===== config.mk =====
export PLATFORM = sky130hd
export DESIGN_NAME = usr_bidir_shifter
export DESIGN_NICKNAME = d
export VERILOG_FILES = /design/src/rtl/usr_pkg.sv /design/src/rtl/usr_mode_decode.sv /design/src/rtl/usr_shift_core.sv /design/src/rtl/usr_bidir_shifter.sv
export SDC_FILE = /design/constraint.sdc
export NUM_CORES = 1
export LEC_CHECK = 0
export ABC_AREA = 0
export BUFFER_PORTS_ARGS = -buffer_cell sky130_fd_sc_hd__buf_4
export CAP_MARGIN = 10
export CORE_AREA = 2 2 39 41
export DETAILED_ROUTE_END_ITERATION = 8
export DIE_AREA = 0 0 41 43
export PLACE_DENSITY = 0.74
export SYNTH_ARGS = -nofsm -noshare
export SYNTH_HDL_FRONTEND = slang
export SYNTH_SLANG_ARGS = --single-unit

===== constraint.sdc =====
create_clock -name clk -period 1.2 [get_ports clk]
set_clock_uncertainty 0.15 [all_clocks]
set_input_delay 0.12 -clock clk [delete_from_list [all_inputs] [get_ports clk]]
set_output_delay 0.12 -clock clk [all_outputs]
set_load 0.03 [all_outputs]

===== src/rtl/usr_pkg.sv =====
package usr_pkg;
  typedef enum logic [1:0] {
    MODE_HOLD = 2'b00,
    MODE_SHR  = 2'b01,
    MODE_SHL  = 2'b10,
    MODE_LOAD = 2'b11
  } mode_e;
endpackage


===== src/rtl/usr_mode_decode.sv =====
module usr_mode_decode
  import usr_pkg::*;
(
  input  logic [1:0] sel,
  input  logic       oe1_n,
  input  logic       oe2_n,
  output mode_e      mode,
  output logic       port_drive
);
  logic enables_on;

  always_comb begin
    unique case (sel)
      2'b01:   mode = MODE_SHR;
      2'b10:   mode = MODE_SHL;
      2'b11:   mode = MODE_LOAD;
      default: mode = MODE_HOLD;
    endcase
  end

  // the bus is released during a load so that it can carry the incoming word
  assign enables_on = ~oe1_n & ~oe2_n;
  assign port_drive = enables_on & (mode != MODE_LOAD);
endmodule


===== src/rtl/usr_shift_core.sv =====
module usr_shift_core
  import usr_pkg::*;
#(
  parameter int WIDTH = 8
) (
  input  logic             clk,
  input  logic             clr_n,
  input  mode_e            mode,
  input  logic             ser_r,
  input  logic             ser_l,
  input  logic [WIDTH-1:0] load_val,
  output logic [WIDTH-1:0] q
);
  localparam int TOP = WIDTH - 1;

  logic [WIDTH-1:0] q_nxt;
  logic             q_en;

  // next-state selection
  always_comb begin
    q_en  = 1'b1;
    q_nxt = q;
    unique case (mode)
      MODE_SHR:  q_nxt = {q[TOP-1:0], ser_r};
      MODE_SHL:  q_nxt = {ser_l, q[TOP:1]};
      MODE_LOAD: q_nxt = load_val;
      default:   q_en  = 1'b0;
    endcase
  end

  // state register, clear acts without the clock
  always_ff @(posedge clk or negedge clr_n) begin
    if (!clr_n) begin
      q <= '0;
    end else if (q_en) begin
      q <= q_nxt;
    end
  end

  p_hold_r1: assert property (@(posedge clk) disable iff (!clr_n)
    (mode == MODE_HOLD) |=> $stable(q));

  p_shr_r2: assert property (@(posedge clk) disable iff (!clr_n)
    (mode == MODE_SHR) |=> (q[0] == $past(ser_r)) && (q[TOP:1] == $past(q[TOP-1:0])));

  p_shl_r3: assert property (@(posedge clk) disable iff (!clr_n)
    (mode == MODE_SHL) |=> (q[TOP] == $past(ser_l)) && (q[TOP-1:0] == $past(q[TOP:1])));

  p_load_r4: assert property (@(posedge clk) disable iff (!clr_n)
    (mode == MODE_LOAD) |=> (q == $past(load_val)));

  p_clear_r6: assert property (@(posedge clk)
    !clr_n |-> (q == '0));
endmodule


===== src/rtl/usr_bidir_shifter.sv =====
module usr_bidir_shifter
  import usr_pkg::*;
#(
  parameter int WIDTH = 8
) (
  input  logic             clk,
  input  logic             clr_n,
  input  logic [1:0]       sel,
  input  logic             ser_r_in,
  input  logic             ser_l_in,
  input  logic             oe1_n,
  input  logic             oe2_n,
  input  logic [WIDTH-1:0] par_in,
  output logic [WIDTH-1:0] par_out,
  output logic             par_oe,
  output logic             end_a_out,
  output logic             end_h_out
);
  mode_e            mode;
  logic [WIDTH-1:0] reg_q;

  usr_mode_decode u_decode (
    .sel        (sel),
    .oe1_n      (oe1_n),
    .oe2_n      (oe2_n),
    .mode       (mode),
    .port_drive (par_oe)
  );

  usr_shift_core #(.WIDTH(WIDTH)) u_core (
    .clk      (clk),
    .clr_n    (clr_n),
    .mode     (mode),
    .ser_r    (ser_r_in),
    .ser_l    (ser_l_in),
    .load_val (par_in),
    .q        (reg_q)
  );

  assign par_out   = reg_q;
  assign end_a_out = reg_q[0];
  assign end_h_out = reg_q[WIDTH-1];

  // a load with the bus released still captures the word
  p_quiet_load_r8: assert property (@(posedge clk) disable iff (!clr_n)
    ((oe1_n || oe2_n) && (sel == 2'b11)) |=> (par_out == $past(par_in)));

  // a released bus never hides the end bits
  p_ends_r9: assert property (@(posedge clk) disable iff (!clr_n)
    (oe1_n || oe2_n) |-> (end_a_out == par_out[0]) && (end_h_out == par_out[WIDTH-1]));
endmodule


==> reports/results.ini, run 1 <==
[floorplan]
io_pins=27
dieWidth_um=41
die_y_um=43
fp.coreArea_sq_um=1380
die-area_sq_um=1760
start_util=0.307
rows=14

[critical_path]
startpoint_type=flop
arrival_ns=1.15
path_max_fanout=4
required_ns=1.17
path_cells=mux4_2
worst_path_max_delay_cell=mux4_2
critPathMaxStageDelay_ns=0.47
crit_path_end_kind=flop
critPathKind=flop to flop
cp_top_family=multiplexers
path_buf_inv=0

[clock_network]
clkTransAtPathRegs_ns=0.05
root_buffer=clkbuf_4
htreeDepth=1
cts_made_buffers=3
numClockSinks=8
cts.path.max_buffers=2
clkLatencyLatePin_ns=0.25
post_cts_buffers=0
cts_tree=built

[global_route]
antenna_found_initial=0
grt_max_degree=10
grt_pass1_vias=312
overflow=0
gr-usage-all-layers=0.124
grt_pass1_wl_um=1400

[finish]
diodes=0
final_nets=65
fin_util=0.470
post-route-cell-area_sq_um=651
top_register=u_core.q
fill_cells=124
reg_top3=u_core.q: 8 flops
syn_to_final_growth_pct=52.9
post_route_cells_drive_above_1_share=0.979
largest_reg_flops=8

[synth]
synth-edff-count=0
synth_ff_type=dfrtp_1
synth.distinct_cells=5
yosys_warnings=0
netlist.area_leader.share=0.471
synth_cells=21
synth_area_sq_um=425
ys_seq_area_frac=0.471
synth_common_cells=dfrtp_1, mux4_2, buf_4, buf_6, a211oi_1
synth_fp_nets=37
synth_area_leaders=dfrtp_1, mux4_2, buf_6
async_flop_share=1.00
ys_ff_latch=8
avgSynthCellArea_sq_um=20.3
synth_top_area_cell=dfrtp_1

[min_path]
min-delay-path-class=primary input to flop

[sta]
hold_violations=0
setup_ws_ns=0.0242
worstMarginPinSlew_ns=0.159
period_minus_slack_ns=1.18
relSlewSlack=0.894
tns_ns=0
rsz0062_at_grt=no
maxSlewViolCount=0
period_share=0.980
fmax_mhz=850
setup-violations-final=0

[detailed_routing]
wl_um=845
dr_total_vias=315
drc=0
initialDrtViolationCount=0
dr.pass1.iters=1
antenna_left=0
via_per_inst=5.00
wire_per_inst_um=13.4

[placed_design]
dp_worst_setup_slack_ns=0.0404
routabilityCongestion=0.653
io_buffers=26
dpl_cell_area_sq_um=618

[run_status]
status=completed

[run]
drv_cap=0

[pwr]
powerDensity_nw_per_um2=1580
ir_drop_mv=0.499
power_mw=1.03
leakage_nw=0.282

## where the power goes
part           internal, mW  leakage [nW]  switching, mW
Clock                 0.114        0.0138         0.0892
Combinational         0.213         0.183          0.211
Sequential            0.340        0.0856         0.0595
Total                 0.668         0.282          0.360
## cells in the final DEF, fill, tap and decap left out, drive strengths merged
| cell | synthesis | layout |
|---|---|---|
| clkbuf | 0 | 3 |
| a211oi | 1 | 1 |
| buf | 4 | 26 |
| mux4 | 8 | 8 |
| dlygate4sd3 | 0 | 1 |
| dfrtp | 8 | 8 |
## cell families after synthesis
logic type,after synthesis,share of synthesized area
mux,8,0.424
flops,8,0.471
buf+inv,4,0.0882
compound gates,1,0.0177
## metal layers
metal | routed length, um | track usage
met4 | 14 | 0.100
met5 | 0 | 0
met3 | 63 | 0.0314
met1 | 312 | 0.164
met2 | 454 | 0.163
## final timing paths
path | startpoint | end | slack [ns] | cells past startpoint
worst max-delay path | u_core.q[1] | u_core.q[2] | 0.02 | 1
worst min-delay path | ser_l_in | u_core.q[7] | 0.03 | 2
worst max register to register | u_core.q[1] | u_core.q[2] | 0.02 | 1
worst min register to register | u_core.q[3] | u_core.q[3] | 0.47 | 1
max in group asynchronous | clr_n | u_core.q[6] | 0.69 | 2
min in group asynchronous | clr_n | u_core.q[3] | 0.07 | 2
## cell type report
class                   instances  area (sq um)  share of cell area
well taps                      16          20.0              0.0308
repair buffers                 27           205               0.315
clock buffers                   3          22.5              0.0346
flip-flops and latches          8           210               0.323
multi-input cells               9           193               0.296
## metrics by stage
stage,std cells,hold WS [ns]
final,63,0.0336
after global routing,63,0.0260
after CTS,63,0.0249
after detailed placement,59,-0.207
after global placement,59,-0.207
after floorplan,21,-0.326
## repair_timing
action / CTS / global route
gates resized for setup: 0 / 0
hold buffers: 1 / 0
hold endpoints to repair: 8 / 0
Power figures use the tool's default switching activity.
==> inputs of run 2 (changes only) <==
--- a/config.mk
+++ b/config.mk
@@ -5,12 +5,12 @@
 export SDC_FILE = /design/constraint.sdc
 export NUM_CORES = 1
 export LEC_CHECK = 0
-export ABC_AREA = 0
+export ABC_AREA = 1
 export BUFFER_PORTS_ARGS = -buffer_cell sky130_fd_sc_hd__buf_4
 export CAP_MARGIN = 10
-export CORE_AREA = 2 2 39 41
+export CORE_MARGIN = 2
+export CORE_UTILIZATION = 35
 export DETAILED_ROUTE_END_ITERATION = 8
-export DIE_AREA = 0 0 41 43
 export PLACE_DENSITY = 0.74
 export SYNTH_ARGS = -nofsm -noshare
 export SYNTH_HDL_FRONTEND = slang
==> run 2 against run 1 <==
Maximum frequency rose by 1.8%. Sequential power fell by 9.8%. Synthesized area rose by 33%. Sequential share of layout area fell by 6.0 points. Sequential cell count did not move. Cell count rose by 89%.
==> reports/results.ini, run 2 <==
[run_status]
status=completed

[synth]
synth_common_cells=nand2_1, nand3_1, dfrtp_1
synth_area_leaders=dfrtp_1, nand2_1, nand3_1
synth_fp_nets=93
async_flop_share=1.00
synth_most_common_cell=nand2_1
synth_top_area_cell=dfrtp_1
synth-edff-count=0
ys_seq_area_frac=0.355
yosys_warnings=0
synth_area_sq_um=564
netlist.area_leader.share=0.355
synth_cells=77
ys_ff_latch=8
avgSynthCellArea_sq_um=7.33
synth.distinct_cells=14
synth_ff_type=dfrtp_1

[placed_design]
dp_worst_setup_slack_ns=0.117
hpwl_um=1040
routabilityCongestion=0.752
io_buffers=26
place_inst=115

[global_route]
gr-usage-all-layers=0.142
grt_pass1_wl_um=1990
overflow=0
grt_pass1_vias=430
grt_max_degree=19
antenna_found_initial=0

[critical_path]
cp_top_family=flip-flops
path_buf_inv=1
path_cells=buf_4
critPathKind=flop to output pin
startpoint_type=flop
critPathMaxStageDelay_ns=0.43
arrival_ns=0.88
worst_path_max_delay_cell=dfrtp_1
crit_path_end_kind=output pin
path_max_fanout=4
required_ns=0.93

[floorplan]
io_pins=27
fp.coreArea_sq_um=1510
die_y_um=44.2
start_util=0.375
dieWidth_um=44.2
rows=14
die-area_sq_um=1950

[sta]
period_share=0.962
rsz0062_at_grt=no
hold_violations=0
period_minus_slack_ns=1.15
relSlewSlack=0.854
setup_ws_ns=0.0454
worstMarginPinSlew_ns=0.218
setup-violations-final=0
fmax_mhz=866
whs_ns=0.0281
tns_ns=0
maxSlewViolCount=0

[detailed_routing]
wire_per_inst_um=12.1
via_per_inst=5.11
drc=0
initialDrtViolationCount=31
dr_total_vias=608
antenna_left=0
wl_um=1430
dr.pass1.iters=4

[finish]
final_nets=121
final_common_cell=nand2_1
fill_cells=152
top_register=u_core.q
post_route_cells_drive_above_1_share=0.379
final_cell_mix=nand2_1, buf_4, nand3_1
largest_reg_flops=8
reg_top3=u_core.q: 8 flops
final_cells=119
syn_to_final_growth_pct=35.0
diodes=0

[pwr]
powerDensity_nw_per_um2=1210
power_uw=922
leakage_nw=0.416
ir_drop_mv=0.506

[clock_network]
clkTransAtPathRegs_ns=0.06
cts_tree=built
cts.path.max_buffers=2
clkLatencyLatePin_ns=0.26
post_cts_buffers=0
cts_made_buffers=3
htreeDepth=1
root_buffer=clkbuf_4
numClockSinks=8

[run]
drv_cap=0

[min_path]
min-delay-path-class=primary input to flop

[run 2: cell count changes after synthesis, sizes merged, moves of 5 or more]
cell | previous run | this run
mux4 | 8 | 0
nand2 | 0 | 30
inv | 0 | 5
nor2 | 0 | 5
nand3 | 0 | 22
[run 2: area by class of cell]
class                   instances  area (sq um)  share of cell area
inverters                       5          23.8              0.0312
multi-input cells              59           283               0.371
repair buffers                 28           213               0.279
well taps                      16          20.0              0.0263
clock buffers                   3          22.5              0.0296
flip-flops and latches          8           200               0.263
[run 2: routing by layer]
layer,part of all wire,GRT usage,vias up
met5,0,0,-
met3,0.093,0.0367,2
met2,0.47,0.200,36
met1,0.43,0.193,267
li1,-,-,303
met4,0.0056,0.0909,0
[run 2: report_power, final]
group,internal [mW],leakage [nW],switching [mW]
Sequential,0.310,0.100,0.0513
Clock,0.115,0.0138,0.0936
Combinational,0.142,0.302,0.212
[run 2: tightest hold or removal path, delay by kind of cell]
family,cells,cell delay [ns]
AND/OR/NAND/NOR,4,0.21
buffers and inverters,1,0.08
[run 2: per-stage QoR]
| stage | util | area [sq um] |
|---|---|---|
| 3_3_place_gp | 0.484 | 729 |
| 4_1_cts | 0.506 | 762 |
| 2_1_floorplan | - | 564 |
| 6_report | 0.506 | 762 |
| 3_5_place_dp | 0.484 | 729 |
| 5_1_grt | 0.506 | 762 |
[run 2: cell families after synthesis]
kind of cell | after synthesis | synth area share
buf+inv | 10 | 0.144
compound gates | 2 | 0.0244
flops | 8 | 0.355
simple gates | 57 | 0.477
[run 2: worst paths after layout]
check | from | to | slack (ns) | cells past startpoint
min | ser_r_in | u_core.q[0] | 0.03 | 5
max reg2reg | u_core.q[3] | u_core.q[4] | 0.22 | 4
max in group asynchronous | clr_n | u_core.q[4] | 0.70 | 2
max | u_core.q[3] | par_out[3] | 0.05 | 1
min in group asynchronous | clr_n | u_core.q[0] | 0.07 | 2
min reg2reg | u_core.q[5] | u_core.q[5] | 0.40 | 2
[run 2: what timing repair did]
item | in CTS | in global routing
hold buffers | 1 | 0
hold endpoints to repair | 8 | 0
resized for setup | 0 | 0
endpoints found under the setup margin | 0 | 0
==> inputs of run 3 (changes only) <==
--- a/config.mk
+++ b/config.mk
@@ -11,7 +11,7 @@
 export CORE_MARGIN = 2
 export CORE_UTILIZATION = 35
 export DETAILED_ROUTE_END_ITERATION = 8
-export PLACE_DENSITY = 0.74
+export PLACE_DENSITY = 0.77
 export SYNTH_ARGS = -nofsm -noshare
 export SYNTH_HDL_FRONTEND = slang
 export SYNTH_SLANG_ARGS = --single-unit
==> constraint.sdc (replaced) <==
create_clock -name clk -period 1 [get_ports clk]
set_clock_uncertainty 0.15 [all_clocks]
set_input_delay 0.1 -clock clk [delete_from_list [all_inputs] [get_ports clk]]
set_output_delay 0.1 -clock clk [all_outputs]
set_load 0.03 [all_outputs]
==> run 3 against run 2 <==
The flow now finishes with violations (setup timing). Wire length increased by 19%. First-iteration DRC count shrank 32%. Global-route usage is 4.5 points higher. Sequential share of layout area fell by 5.0 points. Register-to-register slack lost 0.28 ns. Largest power group is now combinational logic. Clock power is 29% higher. Utilization increased by 15 points. Count of clock-buffer cells in the layout unchanged. Critical path depth is the same. Cell count up 8.4%.
==> reports/results.ini, run 3 (synthesized netlist as in run 2, its figures left out) <==
[global_route]
grt_pass1_wl_um=2640
gr-usage-all-layers=0.188
overflow=0
antenna_found_initial=0
grt_pass1_vias=598
grt_max_degree=12

[sta]
period_minus_slack_ns=1.09
rsz0062_at_grt=yes
relSlewSlack=0.886
fmax_mhz=917
setup_ws_ns=-0.0902
period_share=1.09
maxSlewViolCount=0
hold_violations=0
whs_ns=0.0207
setup-violations-final=18
worstMarginPinSlew_ns=0.171

[pwr]
ir_drop_mv=0.677
sw_frac_of_total=0.378
powerDensity_nw_per_um2=1350
pwr-share-seq=0.321
leakage_nw=0.512
clkPwrFrac=0.201
p_int_uw=832
combPwrFrac=0.478
p_sw_uw=505

[detailed_routing]
drc=0
wl_um=1700
via_per_inst=5.24
initialDrtViolationCount=21
dr_total_vias=676
antenna_left=0
dr.pass1.iters=4
wire_per_inst_um=13.2

[clock_network]
htreeDepth=1
cts_tree=built
clkLatencyLatePin_ns=0.27
root_buffer=clkbuf_4
cts.path.max_buffers=2
cts_made_buffers=3
numClockSinks=8
clkTransAtPathRegs_ns=0.06

[run_status]
status=complete, but fails checks
violations=setup timing

[finish]
reg_top3=u_core.q: 8 flops
top_register=u_core.q
diodes=0
fill_cells=119
final_common_cell=nand2_1
syn_to_final_growth_pct=74.9
post_route_cells_drive_above_1_share=0.619
fin_util=0.655
largest_reg_flops=8
final_cell_mix=nand2_1, buf_4, buf_6
final_nets=131

[placed_design]
hpwl_um=1060
io_buffers=26
dp_worst_setup_slack_ns=0.0244
routabilityCongestion=0.798

[critical_path]
r2r_slack_ns=-0.06
critPathKind=flop to output pin
endpoint=par_out[2]
path_buf_inv=1
crit_path_end_kind=output pin
crit_start=u_core.q[2]
arrival_ns=0.84
required_ns=0.75
worst_path_max_delay_cell=dfrtp_2
cp_num_cells=1
critPathMaxStageDelay_ns=0.43
path_cells=buf_6
path_max_fanout=2
reg2reg_to=u_core.q[1]
r2r_cells=5
cp_top_family=flip-flops
startpoint_type=flop
timing.rr.start=u_core.q[0]

[floorplan]
io_pins=27
rows=14
start_util=0.375
fp.coreArea_sq_um=1510
dieWidth_um=44.2
die_y_um=44.2
die-area_sq_um=1950

[run]
drv_cap=0

[min_path]
min-delay-path-class=primary input to flop

run 3: cell count changes in the layout (fill, tap and decap cells not counted), moves of 4 or more:
| cell | delta |
|---|---|
| nand3_1 | -9 |
| nand2_2 | +4 |
| buf_6 | +17 |
| nand2_1 | -4 |
| dfrtp_1 | -8 |
| buf_4 | -9 |
| dfrtp_2 | +8 |
| nand3_2 | +9 |
run 3: worst min path at each step:
stage                   start           to  slack (ns)  depth (start not counted)
global route        par_in[1]  u_core.q[1]        0.04                          5
CTS                 par_in[0]  u_core.q[0]       0.007                          5
detailed placement      clr_n  u_core.q[0]       -0.22                          1
global placement        clr_n  u_core.q[0]       -0.22                          1
finish              par_in[7]  u_core.q[7]        0.02                          5
floorplan               clr_n  u_core.q[0]       -0.35                          0
run 3: metrics by stage:
stage	std cells	area [sq um]	total power [mW]	setup TNS (ns)
2_1_floorplan	77	574	0.713	0
3_3_place_gp	116	759	0.870	0
3_5_place_dp	116	759	0.878	0
4_1_cts	129	907	1.28	-1.15
5_1_grt	129	987	1.40	-1.59
6_report	129	987	1.34	-1.09
run 3: timing repair:
item / in CTS / in global routing
setup buffers: 8 / 0
pin swaps: 1 / 8
hold endpoints to repair: 9 / 0
setup endpoints to repair: 10 / 19
hold buffers: 2 / 0
gates resized for setup: 12 / 20
run 3: power groups by stage:
stage	Clock [mW]	Sequential (mW)	Combinational (mW)
after floorplan	0	0.530	0.183
after global placement	0	0.441	0.428
after detailed placement	0	0.444	0.434
after CTS	0.276	0.423	0.584
after global routing	0.284	0.436	0.679
final	0.268	0.430	0.640
run 3: cell type report:
type,instances,area [sq um],share of cell area
Clock buffer,3,22.5,0.0228
Inverter,5,26.3,0.0266
Multi-Input combinational cell,59,342,0.346
Sequential cell,8,210,0.213
Timing Repair Buffer,38,367,0.371
Tap cell,16,20.0,0.0203
run 3: metal layers:
metal  vias up  part of all wire  track usage
li1        322                 -            -
met1       313              0.40        0.232
met2        36              0.49        0.300
met3         5             0.092       0.0367
met4         0             0.023        0.115
met5         -                 0            0
